<file path="src/rtl/rxaf_pkg.sv">
package rxaf_pkg;
  localparam int unsigned OCTET_W    = 8;
  localparam int unsigned ADDR_BYTES = 6;
  localparam int unsigned ADDR_W     = OCTET_W * ADDR_BYTES;
  localparam int unsigned CNT_W      = $clog2(ADDR_BYTES);
  localparam int unsigned CRC_W      = 32;
  localparam int unsigned HASH_IDX_W = 6;
  localparam int unsigned HASH_WORD  = 32;

  typedef enum logic {ST_COLLECT = 1'b0, ST_SKIP = 1'b1} cap_state_e;

  // One octet of a reflected (LSB-first) CRC.
  function automatic logic [CRC_W-1:0] crc_octet(input logic [CRC_W-1:0] c_in,
                                                  input logic [OCTET_W-1:0] d,
                                                  input logic [CRC_W-1:0] poly);
    logic [CRC_W-1:0] c;
    c = c_in;
    for (int b = 0; b < OCTET_W; b++) begin
      if (c[0] ^ d[b]) c = (c >> 1) ^ poly;
      else             c = c >> 1;
    end
    return c;
  endfunction
endpackage

</file>
<file path="src/rtl/rxaf_capture.sv">
module rxaf_capture
  import rxaf_pkg::*;
#(
  parameter logic [CRC_W-1:0] CRC_POLY = 32'hEDB8_8320,
  parameter logic [CRC_W-1:0] CRC_SEED = 32'hFFFF_FFFF
) (
  input  logic                 clk,
  input  logic                 rst_n,
  input  logic                 in_valid,
  input  logic [OCTET_W-1:0]   in_data,
  input  logic                 in_last,
  output logic [ADDR_W-1:0]    dst_o,
  output logic [CRC_W-1:0]     crc_o,
  output logic                 fire_o,
  output logic                 short_o
);
  localparam logic [CNT_W-1:0] LAST_IDX = CNT_W'(ADDR_BYTES - 1);

  cap_state_e         state_q, state_d;
  logic [CNT_W-1:0]   cnt_q, cnt_d;
  logic [ADDR_W-1:0]  dst_q;
  logic [CRC_W-1:0]   crc_q, crc_d;
  logic               fire_q, short_q;
  logic               take, full, early;

  assign take  = in_valid && (state_q == ST_COLLECT);
  assign full  = take && (cnt_q == LAST_IDX);
  assign early = take && in_last && !full;

  always_comb begin
    state_d = state_q;
    cnt_d   = cnt_q;
    if (take) begin
      cnt_d = (full || early) ? '0 : cnt_q + 1'b1;
      if (full && !in_last) state_d = ST_SKIP;
    end else if (in_valid && in_last) begin
      state_d = ST_COLLECT;
    end
    crc_d = crc_octet((cnt_q == '0) ? CRC_SEED : crc_q, in_data, CRC_POLY);
  end

  always_ff @(posedge clk or negedge rst_n) begin
    if (!rst_n) begin
      state_q <= ST_COLLECT;
      cnt_q   <= '0;
      fire_q  <= 1'b0;
      short_q <= 1'b0;
    end else begin
      state_q <= state_d;
      cnt_q   <= cnt_d;
      fire_q  <= full || early;
      short_q <= early;
    end
  end

  always_ff @(posedge clk or negedge rst_n) begin
    if (!rst_n) crc_q <= '0;
    else if (take) crc_q <= crc_d;
  end

  for (genvar i = 0; i < ADDR_BYTES; i++) begin : g_byte
    always_ff @(posedge clk or negedge rst_n) begin
      if (!rst_n) dst_q[i*OCTET_W +: OCTET_W] <= '0;
      else if (take && (cnt_q == CNT_W'(i))) dst_q[i*OCTET_W +: OCTET_W] <= in_data;
    end
  end

  assign dst_o   = dst_q;
  assign crc_o   = crc_q;
  assign fire_o  = fire_q;
  assign short_o = short_q;
endmodule

</file>
<file path="src/rtl/rxaf_match.sv">
module rxaf_match
  import rxaf_pkg::*;
(
  input  logic [ADDR_W-1:0]    dst_i,
  input  logic [CRC_W-1:0]     crc_i,
  input  logic                 short_i,
  input  logic                 bcast_reject_i,
  input  logic                 hash_all_i,
  input  logic [15:0]          station_hi_i,
  input  logic [31:0]          station_lo_i,
  input  logic [HASH_WORD-1:0] hash_lo_i,
  input  logic [HASH_WORD-1:0] hash_hi_i,
  output logic                 hit_o
);
  logic [ADDR_W-1:0]     station;
  logic [HASH_IDX_W-1:0] idx;
  logic                  is_bcast, use_hash, hash_hit, stn_hit;

  // byte k of the destination sits at dst_i[8k +: 8]
  assign station = {station_lo_i[7:0],  station_lo_i[15:8],
                    station_lo_i[23:16], station_lo_i[31:24],
                    station_hi_i[7:0],  station_hi_i[15:8]};

  assign idx      = crc_i[CRC_W-1 -: HASH_IDX_W];
  assign hash_hit = idx[HASH_IDX_W-1] ? hash_hi_i[idx[HASH_IDX_W-2:0]]
                                      : hash_lo_i[idx[HASH_IDX_W-2:0]];
  assign is_bcast = &dst_i;
  assign use_hash = dst_i[0] || hash_all_i;
  assign stn_hit  = (dst_i == station);

  always_comb begin
    if (short_i)       hit_o = 1'b0;
    else if (is_bcast) hit_o = !bcast_reject_i;
    else if (use_hash) hit_o = hash_hit;
    else               hit_o = stn_hit;
  end
endmodule

</file>
<file path="src/rtl/rx_addr_filter.sv">
module rx_addr_filter
  import rxaf_pkg::*;
#(
  parameter logic [31:0] CRC_POLY = 32'hEDB8_8320,
  parameter logic [31:0] CRC_SEED = 32'hFFFF_FFFF
) (
  input  logic        clk,
  input  logic        rst_n,
  input  logic        in_valid,
  input  logic [7:0]  in_data,
  input  logic        in_last,
  input  logic        cfg_bcast_reject,
  input  logic        cfg_hash_all,
  input  logic        cfg_promisc,
  input  logic [15:0] station_hi,
  input  logic [31:0] station_lo,
  input  logic [31:0] hash_lo,
  input  logic [31:0] hash_hi,
  output logic        done,
  output logic        accept,
  output logic        miss
);
  logic [ADDR_W-1:0] dst;
  logic [CRC_W-1:0]  crc;
  logic              fire, short_frm, hit;

  rxaf_capture #(.CRC_POLY(CRC_POLY), .CRC_SEED(CRC_SEED)) u_cap (
    .clk(clk), .rst_n(rst_n), .in_valid(in_valid), .in_data(in_data),
    .in_last(in_last), .dst_o(dst), .crc_o(crc), .fire_o(fire), .short_o(short_frm)
  );

  rxaf_match u_match (
    .dst_i(dst), .crc_i(crc), .short_i(short_frm),
    .bcast_reject_i(cfg_bcast_reject), .hash_all_i(cfg_hash_all),
    .station_hi_i(station_hi), .station_lo_i(station_lo),
    .hash_lo_i(hash_lo), .hash_hi_i(hash_hi), .hit_o(hit)
  );

  assign done   = fire;
  assign accept = fire && (hit || cfg_promisc);
  assign miss   = fire && !hit;
endmodule

</file>
<file path="config.mk">
export PLATFORM = sky130hd
export DESIGN_NAME = rx_addr_filter
export DESIGN_NICKNAME = d
export VERILOG_FILES = /design/src/rtl/rxaf_pkg.sv /design/src/rtl/rxaf_capture.sv /design/src/rtl/rxaf_match.sv /design/src/rtl/rx_addr_filter.sv
export SDC_FILE = /design/constraint.sdc
export NUM_CORES = 1
export LEC_CHECK = 0
export BUFFER_PORTS_ARGS = -buffer_cell sky130_fd_sc_hd__buf_2
export CORE_MARGIN = 4
export CORE_UTILIZATION = 41
export CTS_BUF_LIST = sky130_fd_sc_hd__clkbuf_4 sky130_fd_sc_hd__clkbuf_8 sky130_fd_sc_hd__clkbuf_16
export CTS_CLUSTER_DIAMETER = 50
export CTS_CLUSTER_SIZE = 20
export DETAILED_ROUTE_END_ITERATION = 12
export PLACE_DENSITY = 0.75
export SLEW_MARGIN = 10
export SYNTH_ARGS = -nofsm -noshare
export SYNTH_HDL_FRONTEND = slang
export SYNTH_SLANG_ARGS = --single-unit
</file>
<file path="constraint.sdc">
create_clock -name clk -period 2.5 [get_ports clk]
set_clock_uncertainty 0.1 [all_clocks]
set_input_delay 0.125 -clock clk [delete_from_list [all_inputs] [get_ports clk]]
set_output_delay 0.125 -clock clk [all_outputs]
set_load 0.05 [all_outputs]
</file>
After elaboration in Yosys (flattened, before gate mapping)
Index checks and enable logic that the tools add are counted.
{ "word_totals": {"reg_bits": 86, "inputBits": 127, "out_inout_bits": 3, "elab_cells": 82} }
{ "op_classes": {"add_sub_neg": 1, "order_cmp": 1, "n_eq_ne": 7, "muxes": 21, "n_bitwise": 17, "reduce_logical": 24} }
{ "op_table": {"columns": ["operator", "count"], "rows": [
  ["$mux W32", 9],
  ["$not A13 Y14", 8],
  ["$eq A48 B48 Y1", 1],
  ["$reduce_and A48 Y1", 1],
  ["$logic_and A1 B1 Y1", 13],
  ["$bmux W1 S5", 2],
  ["$mux W1", 9],
  ["$xor A1 B1 Y1", 8],
  ["$eq A3 B2 Y1 const B", 2],
  ["$eq A3 B3 Y1 const B", 2],
  ["$lt A5 B6 Y1 const B", 1],
  ["$logic_not A1 Y1", 4],
  ["$add A3 B1 Y3 const B", 1],
  ["$eq A3 B1 Y1 const B", 1],
  ["$logic_not A3 Y1", 1],
  ["$logic_or A1 B1 Y1", 3],
  ["$mux W3", 1],
  ["$ne A2 B2 Y1 const B", 1],
  ["$reduce_and A2 Y1", 1],
  ["$reduce_bool A2 Y1", 1],
  ["$not A1 Y1", 1]
]} }

Longest topological paths before layout
{ "depth": {"word_depth": 18, "ltp_mapped": 10, "depth_no_buf": 8} }

Cells and area by module
A second synthesis with hierarchy kept.
{ "hier_totals": {"hier_cells": 521, "hier_area_um2": 5637.9} }
{ "modules_own_cells": {"columns": ["mod", "n_inst", "cells_each", "area_each_um2", "seq_area_each_um2"], "rows": [
  ["rxaf_capture", 1, 387, 4406.7, 2152.1],
  ["rxaf_match", 1, 132, 1217.4, 0.0],
  ["rx_addr_filter", 1, 2, 13.8, 0.0]
]} }

Least setup slack after synthesis
OpenSTA, ideal clock, no wires.
{ "synth_timing": {"path_kind": "reg-to-output", "startpoint": "register u_cap.crc_q[26], in the netlist u_cap.crc_o[26]", "endpoint": "output miss", "arrival_ns": 2.842, "required_time_ns": 2.275, "path_slack_ns": -0.567, "path_stages_with_launch": 9, "n_path_buf": 2, "cell_sequence": "dfrtp_1 > buf_2 > buf_2 > mux4_2 > a22oi_1 > o211ai_1 > nand4_1 > nor3_1 > a211oi_1"} }
{ "synth_between": {"elab_chain_len": 8, "elab_cells_between_ends": 10, "classes_between": "mux: 8; reduce/logical: 2"} }
{ "synth_rtl": {"columns": ["item", "line", "rtl"], "rows": [
  ["start, declared", "rxaf_capture.sv:22", "logic [CRC_W-1:0] crc_q, crc_d;"],
  ["start signal, assigned", "rxaf_capture.sv:58", "else if (take) crc_q <= crc_d;"],
  ["$bmux W1 S5, on equally long branches", "rxaf_match.sv:26, rxaf_match.sv:25", null],
  ["$mux W1, on equally long branches", "rxaf_match.sv:26, rxaf_match.sv:25", null],
  ["$mux W1 (*)", "rxaf_match.sv:25", "assign hash_hit = idx[HASH_IDX_W-1] ? hash_hi_i[idx[HASH_IDX_W-2:0]]"],
  ["$mux W1 (*)", "rxaf_match.sv:34", "else if (use_hash) hit_o = hash_hit;"],
  ["$mux W1 (*)", "rxaf_match.sv:33", "else if (is_bcast) hit_o = !bcast_reject_i;"],
  ["$mux W1 (*)", "rxaf_match.sv:32", "if (short_i) hit_o = 1'b0;"],
  ["$logic_not A1 Y1 (*)", "rx_addr_filter.sv:41", "assign miss = fire && !hit;"],
  ["$logic_and A1 B1 Y1 (*)", "rx_addr_filter.sv:41", null],
  ["end, declared", "rx_addr_filter.sv:21", "output logic miss"]
]} }
Every way passes the cells marked *; elsewhere a longest branch is shown, timed or not. The select of a mux whose other input is x is not followed.

Final worst setup path
{ "layout_timing": {"startpoint": "register u_cap.crc_q[27], in the netlist u_cap.crc_o[27]", "endpoint": "output accept"} }
{ "layout_between": {"elab_chain_len": 8, "elab_cells_between_ends": 10, "classes_between": "mux: 8; reduce/logical: 2"} }
{ "layout_rtl": {"columns": ["item", "line", "rtl"], "rows": [
  ["$bmux W1 S5, on equally long branches", "rxaf_match.sv:26, rxaf_match.sv:25", null],
  ["$mux W1, on equally long branches", "rxaf_match.sv:26, rxaf_match.sv:25", null],
  ["$mux W1 (*)", "rxaf_match.sv:25", null],
  ["$mux W1 (*)", "rxaf_match.sv:34", null],
  ["$mux W1 (*)", "rxaf_match.sv:33", null],
  ["$mux W1 (*)", "rxaf_match.sv:32", null],
  ["$logic_or A1 B1 Y1 (*)", "rx_addr_filter.sv:40", "assign accept = fire && (hit || cfg_promisc);"],
  ["$logic_and A1 B1 Y1 (*)", "rx_addr_filter.sv:40", null],
  ["end, declared", "rx_addr_filter.sv:20", "output logic accept,"]
]} }
Marks and branches as above.

==> impl_results.html <==
<table>
<tr><th>Metric</th><th>Value</th></tr>
<tr><th colspan="2">Run status</th></tr>
<tr><td>Run status</td><td>complete, but fails checks</td></tr>
<tr><td>Violations in the final reports</td><td>negative setup slack</td></tr>
<tr><th colspan="2">Worst setup path</th></tr>
<tr><td>Cell type of the slowest stage on the worst timing path</td><td>or4_1</td></tr>
<tr><td>Number of buffer and inverter stages on the critical path</td><td>3</td></tr>
<tr><td>RR Endpoint</td><td>u_cap.crc_o[18]$_DFFE_PN0P_</td></tr>
<tr><td>Top delay family on crit path</td><td>simple AND/OR/NAND/NOR gates</td></tr>
<tr><td>Top cell by count, worst path</td><td>buf_6</td></tr>
<tr><td>Critical path peak fanout</td><td>6</td></tr>
<tr><td>Critical path data arrival time</td><td>2670 ps</td></tr>
<tr><td>Largest stage delay, worst path</td><td>540 ps</td></tr>
<tr><td>CP Capture Type</td><td>output port</td></tr>
<tr><td>Type of the setup path with the least slack</td><td>flop to output port</td></tr>
<tr><td>Critical path destination</td><td>accept</td></tr>
<tr><td>Beginning of the worst register-to-register path</td><td>u_cap.cnt_q[0]$_DFFE_PN0P_</td></tr>
<tr><td>FF-to-FF path depth</td><td>10</td></tr>
<tr><td>R2r setup slk</td><td>10 ps</td></tr>
<tr><td>Worst path cell trace</td><td>buf_6 -&gt; buf_6 -&gt; mux2i_1 -&gt; nor4_1 -&gt; or4_1 -&gt; a211oi_2 -&gt; nor3_2 -&gt; o41a_1 -&gt; buf_6</td></tr>
<tr><td>Number of gates on the worst path with buffers counted</td><td>9</td></tr>
<tr><td>Required time worst endpoint</td><td>2280 ps</td></tr>
<tr><td>Worst setup path startpoint</td><td>u_cap.crc_o[27]$_DFFE_PN0P_</td></tr>
<tr><td>Nature of the critical path startpoint</td><td>flop</td></tr>
<tr><th colspan="2">Placed design</th></tr>
<tr><td>Number of port buffers</td><td>129</td></tr>
<tr><td>Area post-placement</td><td>6820 sq um</td></tr>
<tr><td>Placer Congestion</td><td>0.9326</td></tr>
<tr><td>Detailed Place HPWL</td><td>11.82 mm</td></tr>
<tr><th colspan="2">GRT</th></tr>
<tr><td>Antenna violations before repair</td><td>0</td></tr>
<tr><td>All-Layer GR Usage</td><td>19.38%</td></tr>
<tr><td>Maximum number of pins on one net before global-route repair</td><td>51</td></tr>
<tr><td>Via count of the first global-routing pass</td><td>4799</td></tr>
<tr><td>Residual overflow from global routing</td><td>0</td></tr>
<tr><td>First-pass GRT wire length</td><td>24.71 mm</td></tr>
<tr><th colspan="2">Detailed routing</th></tr>
<tr><td>Post-DR wirelength/cell</td><td>18.10 microns</td></tr>
<tr><td>Number of vias per cell</td><td>5.218</td></tr>
<tr><td>Detailed Routing Iterations Pass 1</td><td>4</td></tr>
<tr><td>Number of routed nets with antenna violations</td><td>0</td></tr>
<tr><td>Wire length reported by the detailed router</td><td>15.80 mm</td></tr>
<tr><td>DR vias</td><td>4555</td></tr>
<tr><td>DRC violation count after routing</td><td>0</td></tr>
<tr><td>Drt initial violations</td><td>286</td></tr>
<tr><th colspan="2">Pwr</th></tr>
<tr><td>Part of the power in combinational logic</td><td>65.4%</td></tr>
<tr><td>Worst-case vdd ir drop</td><td>0.7198 mV</td></tr>
<tr><td>Leakage power summed over all cells</td><td>3.362 nW</td></tr>
<tr><td>Total power per unit cell area</td><td>1652 nW/um^2</td></tr>
<tr><td>Clock power frac</td><td>11.9%</td></tr>
<tr><td>Power dissipated by switching net loads</td><td>4.697 mW</td></tr>
<tr><td>Sw frac</td><td>37.55%</td></tr>
<tr><td>Internal power</td><td>7.812 mW</td></tr>
<tr><td>Part of the total power dissipated in sequential elements</td><td>22.6%</td></tr>
<tr><th colspan="2">STA</th></tr>
<tr><td>Number of pins with negative max-slew slack in the final report</td><td>0</td></tr>
<tr><td>Final min period</td><td>2891 ps</td></tr>
<tr><td>RSZ-0062 raised after global routing</td><td>yes</td></tr>
<tr><td>Worst hold slack</td><td>122.8 ps</td></tr>
<tr><td>Worst path setup slack after routing</td><td>-391.1 ps</td></tr>
<tr><td>Measured slew at the worst slew-check pin</td><td>639.9 ps</td></tr>
<tr><td>Maximum achievable frequency</td><td>345.9 MHz</td></tr>
<tr><td>Final hold violation count</td><td>0</td></tr>
<tr><td>Post-route clock period utilization</td><td>115.6%</td></tr>
<tr><td>Number of setup violations in the final report</td><td>2</td></tr>
<tr><td>Relative slew slack</td><td>56.80%</td></tr>
<tr><th colspan="2">Layout</th></tr>
<tr><td>Area growth from synthesis to final layout</td><td>32.81%</td></tr>
<tr><td>Area of combinational cells with multiple inputs</td><td>3518 sq um</td></tr>
<tr><td>Proportion of layout cells with a drive suffix above 1</td><td>45.19%</td></tr>
<tr><td>Sequential cell area in the final layout</td><td>2153 sq um</td></tr>
<tr><td>Number of nets in the final layout</td><td>824</td></tr>
<tr><td>Fin area</td><td>7572 sq um</td></tr>
<tr><td>Fill cells</td><td>1163</td></tr>
<tr><td>Number of diodes</td><td>0</td></tr>
<tr><th colspan="2">Synth</th></tr>
<tr><td>Main flop type after synthesis</td><td>dfrtp_1</td></tr>
<tr><td>Count of different cell masters after synthesis</td><td>49</td></tr>
<tr><td>Share of flip-flops with an asynchronous set or reset</td><td>100.0%</td></tr>
<tr><td>Library cell occupying the most area in the post-synthesis netlist</td><td>dfrtp_1</td></tr>
<tr><td>Post-synthesis cell area</td><td>5702 sq um</td></tr>
<tr><td>Synthesized netlist cell count</td><td>512</td></tr>
<tr><td>Top cells by area, synth</td><td>dfrtp_1 (38%), xnor2_1 (11%), mux2_2 (10%)</td></tr>
<tr><td>Part of the Yosys area used for sequential elements</td><td>37.74%</td></tr>
<tr><td>Synth Register Bits</td><td>86</td></tr>
<tr><td>Yosys top cell area share</td><td>37.74%</td></tr>
<tr><td>Number of synthesis warnings</td><td>0</td></tr>
<tr><td>Mean instance size in the synthesized netlist</td><td>11.14 sq um</td></tr>
<tr><td>EDFF count, synth</td><td>0</td></tr>
<tr><td>Total nets after synthesis</td><td>644</td></tr>
<tr><th colspan="2">Die</th></tr>
<tr><td>Starting density of the core</td><td>42.38%</td></tr>
<tr><td>Die height</td><td>125.9 microns</td></tr>
<tr><td>Area of the core region</td><td>13450 sq um</td></tr>
<tr><td>Die outline area</td><td>15860 sq um</td></tr>
<tr><td>I/O pin total</td><td>130</td></tr>
<tr><td>Overall die width</td><td>125.9 microns</td></tr>
<tr><td>Core Rows</td><td>42</td></tr>
<tr><th colspan="2">Min path</th></tr>
<tr><td>Hold Crit Class</td><td>input port to flop</td></tr>
<tr><th colspan="2">Clocking</th></tr>
<tr><td>Maximum root-to-sink buffer count</td><td>2</td></tr>
<tr><td>Clock buffer count from CTS</td><td>9</td></tr>
<tr><td>Worst-path clk slew</td><td>70 ps</td></tr>
<tr><td>Max H-tree Level</td><td>3</td></tr>
<tr><td>Root buffer cell</td><td>clkbuf_16</td></tr>
<tr><td>CTS tree</td><td>done</td></tr>
<tr><td>Clock tree sinks</td><td>86</td></tr>
<tr><td>Insertion delay of the later-clocked pin in the worst-skew pair</td><td>340 ps</td></tr>
<tr><th colspan="2">Job</th></tr>
<tr><td>Max-capacitance violation count</td><td>0</td></tr>
</table>
## per-stage QoR
stage | TNS, ps | total power [mW] | util (%) | cells | setup WS [ps]
after floorplan | -6.081 | 8.040 | - | 512 | -6.081
after global placement | -145.8 | 9.724 | 50.70 | 829 | -136.0
after detailed placement | -228.3 | 9.952 | 50.70 | 829 | -171.7
after CTS | -671.6 | 11.75 | 54.31 | 856 | -386.0
after global routing | -951.4 | 13.31 | 56.29 | 873 | -460.0
final | -698.8 | 12.51 | 56.29 | 873 | -391.1
## power groups by stage
stage / sequential (mW) / clock, mW / combinational, mW
final: 2.83 / 1.49 / 8.18
after global routing: 2.94 / 1.57 / 8.79
after detailed placement: 2.84 / 0 / 7.11
after floorplan: 2.59 / 0 / 5.45
after CTS: 2.83 / 1.51 / 7.41
after global placement: 2.80 / 0 / 6.93
## sequential cells by signal, indices dropped and copies added, names as in the netlist
name           count
u_cap.fire_o       1
u_cap.crc_o       32
u_cap.cnt_q        3
u_cap.short_o      1
u_cap.state_q      1
u_cap.dst_o       48
## cell usage in the layout, fill, tap and decap left out, drive strengths merged, types with 13 or more instances in the layout
cell type / Yosys / layout
buf: 7 / 194
dfrtp: 86 / 86
xnor2: 79 / 79
mux2: 52 / 52
nor2: 40 / 40
nand2: 39 / 39
xor2: 37 / 37
o21ai: 33 / 33
nand4: 21 / 21
mux4: 13 / 13
## layout make-up
class	count	share of cell area (%)
multi-input cells	387	46.46
flip-flops and latches	86	28.44
repair buffers	199	17.37
clock buffers	10	3.156
well taps	176	2.908
clock inverters	6	1.223
inverters	9	0.4461
## how the worst min path moves through the flow
stage,cells past startpoint,start,endpoint
floorplan,0,rst_n,u_cap.cnt_q[0]$_DFFE_PN0P_
global placement,1,rst_n,u_cap.dst_o[21]$_DFFE_PN0P_
detailed placement,1,rst_n,u_cap.dst_o[22]$_DFFE_PN0P_
CTS,2,in_data[0],u_cap.dst_o[0]$_DFFE_PN0P_
global route,2,in_data[0],u_cap.dst_o[0]$_DFFE_PN0P_
finish,2,in_data[0],u_cap.dst_o[24]$_DFFE_PN0P_
## layer usage
layer | global-route usage, % | routed length (microns) | up-vias
met4 | 7.066 | 384 | 0
met3 | 3.429 | 998 | 34
met5 | 0 | 0 | -
met1 | 24.88 | 6540 | 2224
met2 | 32.90 | 7875 | 156
li1 | - | - | 2141
## cell families after synthesis
logic type,Yosys count,synth area share [%]
muxes,69,16.44
buffers and inverters,39,3.094
AOI/OAI and AO/OA,51,5.486
and+or+nand+nor,136,12.05
xor gates and xnor gates,126,24.09
adders and majority gates,5,1.097
DFF,86,37.74
## synthesized netlist by cell type, types with 2 or more instances
cell	instances
a21oi_1	2
o21ai_0	25
nand4_1	21
nand2b_1	2
xnor2_1	69
nor3_1	7
xnor2_4	5
nor2_1	34
nor2_4	4
mux2_2	52
buf_2	3
nand2_1	39
clkbuf_1	23
xor2_1	37
nor2b_1	3
nand3_1	4
buf_6	3
o22ai_1	3
nor4_1	10
o21ai_1	8
and3_1	3
inv_1	9
dfrtp_1	86
a211oi_1	2
xnor2_2	5
ha_1	5
or4_1	2
nor2_2	2
mux4_2	8
mux2i_1	4
xnor3_1	9
o311ai_0	2
mux4_1	5
## repair_timing
item | in CTS | in global routing
hold buffers | 4 | 0
cloned | 0 | 1
setup endpoints to repair | 5 | 12
endpoints found under the hold margin | 51 | 0
setup buffers | 7 | 16
pin swaps | 5 | 16
resized for setup | 18 | 22
Note: power is estimated with default switching activity, not from simulation.
